**src/rtl/lockbank_pkg.sv**
```systemverilog
package lockbank_pkg;

    localparam int ADDR_W    = 12;
    localparam int WORD_W    = 32;
    localparam int SLOT_W    = 8;
    localparam int LOCK_UNIT = 32;
    localparam int COUNT_LSB = 24;

    localparam logic [1:0]        LOCK_PAGE   = 2'b10;
    localparam logic [ADDR_W-3:0] SIZE_WORD_A = 10'h005;

    typedef enum logic [1:0] {
        RGN_OTHER  = 2'd0,
        RGN_SIZE   = 2'd1,
        RGN_LOCK   = 2'd2
    } region_e;

    typedef struct packed {
        region_e           region;
        logic [SLOT_W-1:0] slot;
    } target_t;

    // Decode a word address (byte address without bits 1:0).
    function automatic target_t classify(input logic [ADDR_W-3:0] word_a);
        target_t t;
        t.slot   = word_a[SLOT_W-1:0];
        t.region = RGN_OTHER;
        if (word_a[ADDR_W-3:ADDR_W-4] == LOCK_PAGE)
            t.region = RGN_LOCK;
        else if (word_a == SIZE_WORD_A)
            t.region = RGN_SIZE;
        return t;
    endfunction

    function automatic logic [WORD_W-1:0] size_word(input int n_locks);
        return WORD_W'(n_locks / LOCK_UNIT) << COUNT_LSB;
    endfunction

    function automatic bit legal_count(input int n_locks);
        return (n_locks == 32) || (n_locks == 64) ||
               (n_locks == 128) || (n_locks == 256);
    endfunction

endpackage

```
**src/rtl/lockbank_port_dec.sv**
```systemverilog
module lockbank_port_dec
    import lockbank_pkg::*;
#(
    parameter int NUM_LOCKS = 32,
    localparam int LIDX_W   = $clog2(NUM_LOCKS)
) (
    input  logic              req,
    input  logic              we,
    input  logic [ADDR_W-1:0] addr,
    input  logic [WORD_W-1:0] wdata,
    output logic              rd_lock,
    output logic              rd_size,
    output logic              rd_zero,
    output logic              wr_release,
    output logic [LIDX_W-1:0] lidx
);

    target_t tgt;
    logic    in_bank;
    logic    unused_byte_sel;

    assign unused_byte_sel = ^addr[1:0];
    assign tgt     = classify(addr[ADDR_W-1:2]);
    assign in_bank = (tgt.region == RGN_LOCK) && (int'(tgt.slot) < NUM_LOCKS);
    assign lidx    = tgt.slot[LIDX_W-1:0];

    always_comb begin
        rd_lock    = 1'b0;
        rd_size    = 1'b0;
        rd_zero    = 1'b0;
        wr_release = 1'b0;
        if (req && !we) begin
            rd_lock = in_bank;
            rd_size = (tgt.region == RGN_SIZE);
            rd_zero = !in_bank && (tgt.region != RGN_SIZE);
        end
        if (req && we) begin
            wr_release = in_bank && (wdata == '0);
        end
    end

endmodule

```
**src/rtl/lockbank_claim_arb.sv**
```systemverilog
module lockbank_claim_arb #(
    parameter int NUM_PORTS = 2,
    parameter int NUM_LOCKS = 32,
    localparam int LIDX_W   = $clog2(NUM_LOCKS)
) (
    input  logic [NUM_PORTS-1:0]             rd_lock,
    input  logic [NUM_PORTS-1:0][LIDX_W-1:0] lidx,
    input  logic [NUM_LOCKS-1:0]             state,
    output logic [NUM_PORTS-1:0]             grant,
    output logic [NUM_LOCKS-1:0]             set_vec
);

    // Ports are visited in ascending order, so a claim made by a lower
    // port this cycle hides the lock from every higher port.
    always_comb begin
        grant   = '0;
        set_vec = '0;
        for (int p = 0; p < NUM_PORTS; p++) begin
            if (rd_lock[p] && !state[lidx[p]] && !set_vec[lidx[p]]) begin
                grant[p]         = 1'b1;
                set_vec[lidx[p]] = 1'b1;
            end
        end
    end

endmodule

```
**src/rtl/lockbank_state.sv**
```systemverilog
module lockbank_state #(
    parameter int NUM_PORTS = 2,
    parameter int NUM_LOCKS = 32,
    localparam int LIDX_W   = $clog2(NUM_LOCKS)
) (
    input  logic                             clk,
    input  logic                             rst,
    input  logic [NUM_LOCKS-1:0]             set_vec,
    input  logic [NUM_PORTS-1:0]             wr_release,
    input  logic [NUM_PORTS-1:0][LIDX_W-1:0] lidx,
    output logic [NUM_LOCKS-1:0]             state_q
);

    logic [NUM_LOCKS-1:0] clr_vec;

    always_comb begin
        clr_vec = '0;
        for (int p = 0; p < NUM_PORTS; p++) begin
            if (wr_release[p]) clr_vec[lidx[p]] = 1'b1;
        end
    end

    // A claim only happens on a free lock, so a same-cycle clear of that
    // lock would be a no-op on the old value; the claim wins.
    always_ff @(posedge clk) begin
        if (rst) state_q <= '0;
        else     state_q <= set_vec | (state_q & ~clr_vec);
    end

    // reset frees every lock
    a_r1_reset_free: assert property (@(posedge clk) rst |=> (state_q == '0));

    // the arbiter only ever claims a lock that is free
    a_r7_claim_only_free: assert property (@(posedge clk) disable iff (rst)
        ((set_vec & state_q) == '0));

    for (genvar i = 0; i < NUM_LOCKS; i++) begin : g_lock_chk
        // a held lock stays held unless released
        a_r3_held_stays: assert property (@(posedge clk) disable iff (rst)
            (state_q[i] && !clr_vec[i]) |=> state_q[i]);
        // a release of a held lock frees it
        a_r4_release_frees: assert property (@(posedge clk) disable iff (rst)
            (clr_vec[i] && !set_vec[i]) |=> !state_q[i]);
        // a free lock with no claim stays free
        a_r10_free_stays: assert property (@(posedge clk) disable iff (rst)
            (!state_q[i] && !set_vec[i]) |=> !state_q[i]);
    end

endmodule

```
**src/rtl/lockbank_top.sv**
```systemverilog
module lockbank_top
    import lockbank_pkg::*;
#(
    parameter int NUM_PORTS = 2,
    parameter int NUM_LOCKS = 32
) (
    input  logic                        clk,
    input  logic                        rst,
    input  logic [NUM_PORTS-1:0]        bus_req,
    input  logic [NUM_PORTS-1:0]        bus_we,
    input  logic [NUM_PORTS*ADDR_W-1:0] bus_addr,
    input  logic [NUM_PORTS*WORD_W-1:0] bus_wdata,
    output logic [NUM_PORTS*WORD_W-1:0] bus_rdata,
    output logic [NUM_LOCKS-1:0]        lock_state
);

    localparam int LIDX_W = $clog2(NUM_LOCKS);
    localparam logic [WORD_W-1:0] SIZE_VALUE = size_word(NUM_LOCKS);

    // only one-hot multiples of 32 are accepted
    if (!legal_count(NUM_LOCKS)) begin : g_bad_count
        $error("lockbank_top: NUM_LOCKS must be 32, 64, 128 or 256");
    end

    logic [NUM_PORTS-1:0]             rd_lock;
    logic [NUM_PORTS-1:0]             rd_size;
    logic [NUM_PORTS-1:0]             rd_zero;
    logic [NUM_PORTS-1:0]             wr_release;
    logic [NUM_PORTS-1:0][LIDX_W-1:0] lidx;
    logic [NUM_PORTS-1:0]             grant;
    logic [NUM_LOCKS-1:0]             set_vec;
    logic [NUM_LOCKS-1:0]             state_q;
    logic [NUM_PORTS-1:0][WORD_W-1:0] rsp_d;
    logic [NUM_PORTS-1:0][WORD_W-1:0] rsp_q;

    for (genvar p = 0; p < NUM_PORTS; p++) begin : g_port
        lockbank_port_dec #(.NUM_LOCKS(NUM_LOCKS)) u_dec (
            .req        (bus_req[p]),
            .we         (bus_we[p]),
            .addr       (bus_addr[p*ADDR_W +: ADDR_W]),
            .wdata      (bus_wdata[p*WORD_W +: WORD_W]),
            .rd_lock    (rd_lock[p]),
            .rd_size    (rd_size[p]),
            .rd_zero    (rd_zero[p]),
            .wr_release (wr_release[p]),
            .lidx       (lidx[p])
        );
    end

    lockbank_claim_arb #(.NUM_PORTS(NUM_PORTS), .NUM_LOCKS(NUM_LOCKS)) u_arb (
        .rd_lock (rd_lock),
        .lidx    (lidx),
        .state   (state_q),
        .grant   (grant),
        .set_vec (set_vec)
    );

    lockbank_state #(.NUM_PORTS(NUM_PORTS), .NUM_LOCKS(NUM_LOCKS)) u_state (
        .clk        (clk),
        .rst        (rst),
        .set_vec    (set_vec),
        .wr_release (wr_release),
        .lidx       (lidx),
        .state_q    (state_q)
    );

    always_comb begin
        for (int p = 0; p < NUM_PORTS; p++) begin
            rsp_d[p] = '0;
            if (rd_size[p])      rsp_d[p] = SIZE_VALUE;
            else if (rd_lock[p]) rsp_d[p] = {{(WORD_W-1){1'b0}}, !grant[p]};
        end
    end

    always_ff @(posedge clk) begin
        if (rst) rsp_q <= '0;
        else     rsp_q <= rsp_d;
    end

    assign bus_rdata  = rsp_q;
    assign lock_state = state_q;

    for (genvar p = 0; p < NUM_PORTS; p++) begin : g_port_chk
        // a winning read returns zero and leaves the lock taken
        a_r2_claim_reads_zero: assert property (@(posedge clk) disable iff (rst)
            grant[p] |=> (rsp_q[p] == '0) && lock_state[$past(lidx[p])]);
        // a read of a held lock returns one
        a_r3_held_reads_one: assert property (@(posedge clk) disable iff (rst)
            (rd_lock[p] && state_q[lidx[p]]) |=> (rsp_q[p] == WORD_W'(1)));
        // the size word reads back the encoded count
        a_r6_size_value: assert property (@(posedge clk) disable iff (rst)
            rd_size[p] |=> (rsp_q[p] == SIZE_VALUE));
        // unmapped or out-of-bank reads return zero
        a_r9_unmapped_zero: assert property (@(posedge clk) disable iff (rst)
            rd_zero[p] |=> (rsp_q[p] == '0));
        for (genvar q = p + 1; q < NUM_PORTS; q++) begin : g_pair
            // a higher port never wins a lock a lower port also reads
            a_r7_low_port_wins: assert property (@(posedge clk) disable iff (rst)
                !(grant[q] && rd_lock[p] && (lidx[p] == lidx[q])));
        end
    end

endmodule

```
**config.mk**
```make
export PLATFORM = sky130hd
export DESIGN_NAME = lockbank_top
export DESIGN_NICKNAME = d
export VERILOG_FILES = /design/src/rtl/lockbank_pkg.sv /design/src/rtl/lockbank_port_dec.sv /design/src/rtl/lockbank_claim_arb.sv /design/src/rtl/lockbank_state.sv /design/src/rtl/lockbank_top.sv
export SDC_FILE = /design/constraint.sdc
export NUM_CORES = 1
export LEC_CHECK = 0
export ABC_AREA = 0
export BUFFER_PORTS_ARGS = -buffer_cell sky130_fd_sc_hd__buf_2
export CORE_AREA = 4 4 102 80
export CTS_CLUSTER_SIZE = 30
export DETAILED_ROUTE_END_ITERATION = 7
export DIE_AREA = 0 0 106 84
export PLACE_DENSITY_LB_ADDON = 0.2
export SETUP_SLACK_MARGIN = 0.2
export SLEW_MARGIN = 20
export SYNTH_ARGS = -nofsm -noshare
export SYNTH_HDL_FRONTEND = slang
export SYNTH_SLANG_ARGS = --single-unit
```
**constraint.sdc**
```tcl
create_clock -name clk -period 5.6 [get_ports clk]
set_input_delay 0.84 -clock clk [delete_from_list [all_inputs] [get_ports clk]]
set_output_delay 0.84 -clock clk [all_outputs]
set_load 0.01 [all_outputs]
```
==> flow_metrics.py <==
metrics = {
    "yosys": {
        "synth_mux_area_frac": 0.101,
        "yosysWarnings": 0,
        "async_flop_share": 0,
        "synth_compound_area_frac": 0.232,
        "synth_flop_cell": "dfxtp_1",
        "synthTopCellsByArea": "dfxtp_1, buf_4, a21oi_1, mux4_2, nand2_1",
        "synth_top_family_by_area": "simple AND/OR/NAND/NOR gates",
        "synthSimpleGateAreaFrac": 0.256,
        "synth_fa_ha_area_frac": 0,
        "synth-edff-count": 0,
        "ys_seq_area_frac": 0.209,
        "syn-cell-area_um2": 3450,
        "yosys.area.top_type": "dfxtp_1",
        "synth-xor-area-share": 0.0127,
        "synth_area_per_cell_um2": 7.73,
        "yosys.area.top_type_share": 0.209,
        "yosysUniqueCellTypes": 61,
        "syn_inst": 446,
        "ys_ff_latch": 36,
    },
    "detailed_routing": {
        "route.detailed.drc": 0,
        "postRouteAntennaNets": 0,
        "first_pass_iters": 5,
        "drt_iter0_markers": 399,
        "dr_total_vias": 3723,
        "routed_via_density": 5.77,
        "postRouteWirelength_um": 12200,
        "wire_per_inst_um": 18.9,
    },
    "critical_path": {
        "cp_common_cell": "and2_1",
        "path_class": "input port to flop",
        "arrival_ps": 3360,
        "critPathCaptureType": "flop",
        "required_ps": 5830,
        "cp_cell_sequence": "buf_2, mux4_2, and2_1, a31oi_1, and4b_4, and2_1, a21oi_1, o22ai_1",
        "critPathBufInv": 1,
        "slowest_delay_ps": 570,
        "worstSetupStartpointType": "input port",
        "critPathTopFamily": "simple AND/OR/NAND/NOR gates",
        "path_max_fanout": 18,
        "cpMaxStageDelayCell": "mux4_2",
    },
    "placed_design": {
        "place_congestion": 0.966,
        "place_inst": 637,
        "dp_slack_ps": 2250,
        "hpwl_um": 9060,
        "port_buffers": 125,
    },
    "run_status": {
        "status": "finished, final reports clean",
    },
    "power_and_ir_drop": {
        "p_leak_nw": 1.66,
        "ir_drop_mv": 0.148,
        "p_per_area_nw_per_um2": 149,
    },
    "clock_tree": {
        "cts.hold.buffers_added": 0,
        "cts_buffers": 5,
        "clockBufferDepth": 2,
        "cts_max_level": 2,
        "cts_sinks": 36,
        "worstSkewPairLatency_ps": 300,
        "cts_tree": "yes",
        "postCtsSetupRepairBufs": 0,
        "cts_resized": 0,
        "ctsRootBufferMaster": "clkbuf_8",
        "cts.clk_slew.worst_paths_ps": 80,
    },
    "die": {
        "die_area_um2": 8900,
        "rows": 27,
        "start_util": 0.481,
        "dieHeight_um": 84,
        "io_pins": 190,
        "die_x_um": 106,
        "core_region_area_um2": 7160,
    },
    "grt": {
        "grt_usage": 0.261,
        "grt_pass1_vias": 3442,
        "gr-total-overflow": 0,
        "grt_max_degree": 41,
        "grt_pass1_wl_um": 18600,
        "antenna_found_initial": 0,
    },
    "sta": {
        "setup_viol": 0,
        "rsz0062_at_grt": "false",
        "finalCriticalPeriod_ps": 3130,
        "fin_crit_sh": 0.559,
        "skew_ps": 3.38,
        "tightest_slew_ps": 903,
        "drv_slew": 0,
        "setup_slack_ps": 2470,
        "fmax_ghz": 0.319,
        "final_hold_viol_count": 0,
        "finalSetupTns_ps": 0,
        "slew_headroom": 0.396,
    },
    "layout": {
        "layout-drive-gt1-share": 0.296,
        "n_antenna_cell": 0,
        "area_growth_pct": 12.6,
        "instances_no_fill": 645,
        "nets": 637,
        "final_common_cell": "buf_2",
        "layout_common_cells": "buf_2, conb_1, a21oi_1, nand2_1, dfxtp_1",
    },
    "job": {
        "drv_cap": 0,
    },
    "min_path": {
        "hp-class": "flop to flop",
    },
}
==> stage by stage <==
step / hold WS, ps / utilization / area (um^2) / total power, W
finish: 550 / 0.542 / 3880 / 0.000579
global placement: 520 / 0.529 / 3790 / 0.000378
CTS: 539 / 0.542 / 3880 / 0.000576
detailed placement: 529 / 0.529 / 3790 / 0.000379
global route: 588 / 0.542 / 3880 / 0.000605
floorplan: 531 / - / 3670 / 0.000367
==> cell families (layout without fill, tap and decap cells) <==
group / after synthesis / in the layout
DFF: 36 / 36
muxes: 23 / 23
xor gates and xnor gates: 5 / 5
other: 1 / 60
AOI/OAI and AO/OA: 132 / 132
and+or+nand+nor: 152 / 152
buffers and inverters: 97 / 136
==> power breakdown <==
part           total, W  internal, W  switching (W)
logic          0.000121    0.0000418      0.0000794
registers      0.000256     0.000256    0.000000171
clock network  0.000202    0.0000984       0.000104
total          0.000579     0.000396       0.000183
==> layer usage <==
metal	routed length (um)	vias up	global-route usage
li1	-	1722	-
met1	4920	1704	0.359
met2	5590	271	0.420
met3	1480	26	0.0588
met4	197	0	0.0565
met5	0	-	0
==> synthesized netlist by cell type, types with 7 or more instances <==
library cell and instances:
mux2i_1 9, nor3_1 12, a22oi_1 9, dfxtp_1 36, a21oi_1 47, buf_2 7
o22ai_1 19, buf_4 62, nand3_1 11, nand2b_1 8, nor2_1 17, clkbuf_1 19
nor4_1 14, o21ai_0 20, o21ai_1 9, nand2_1 36, mux4_2 9
==> worst min-delay path: cells and delay by family, from the launching register on <==
| kind | cells | cell delay (ps) |
|---|---|---|
| flops | 1 | 340 |
| compound gates | 2 | 160 |
==> registers in the layout, indices dropped and copies added, names as in the netlist <==
name and cells:
bus_rdata 4, u_state.state_q 32
==> final timing paths <==
path / startpoint / depth (start not counted) / slack, ps / endpoint
worst max-delay path: bus_addr[2] / 8 / 2470 / u_state.state_q[7]
worst min-delay path: u_state.state_q[5] / 2 / 550 / u_state.state_q[5]
worst max register to register: u_state.state_q[30] / 7 / 3150 / u_state.state_q[7]
worst min register to register: u_state.state_q[5] / 2 / 550 / u_state.state_q[5]
==> area by class of cell <==
class                           instances  area, um^2
Fill cell                             735        3280
Multi-Input combinational cell        372        2300
Sequential cell                        36         721
Timing Repair Buffer                  126         633
Tap cell                              101         126
Clock buffer                            6        82.6
Clock inverter                          2        10.0
Inverter                                2        7.51
(Power assumes the default switching activity.)
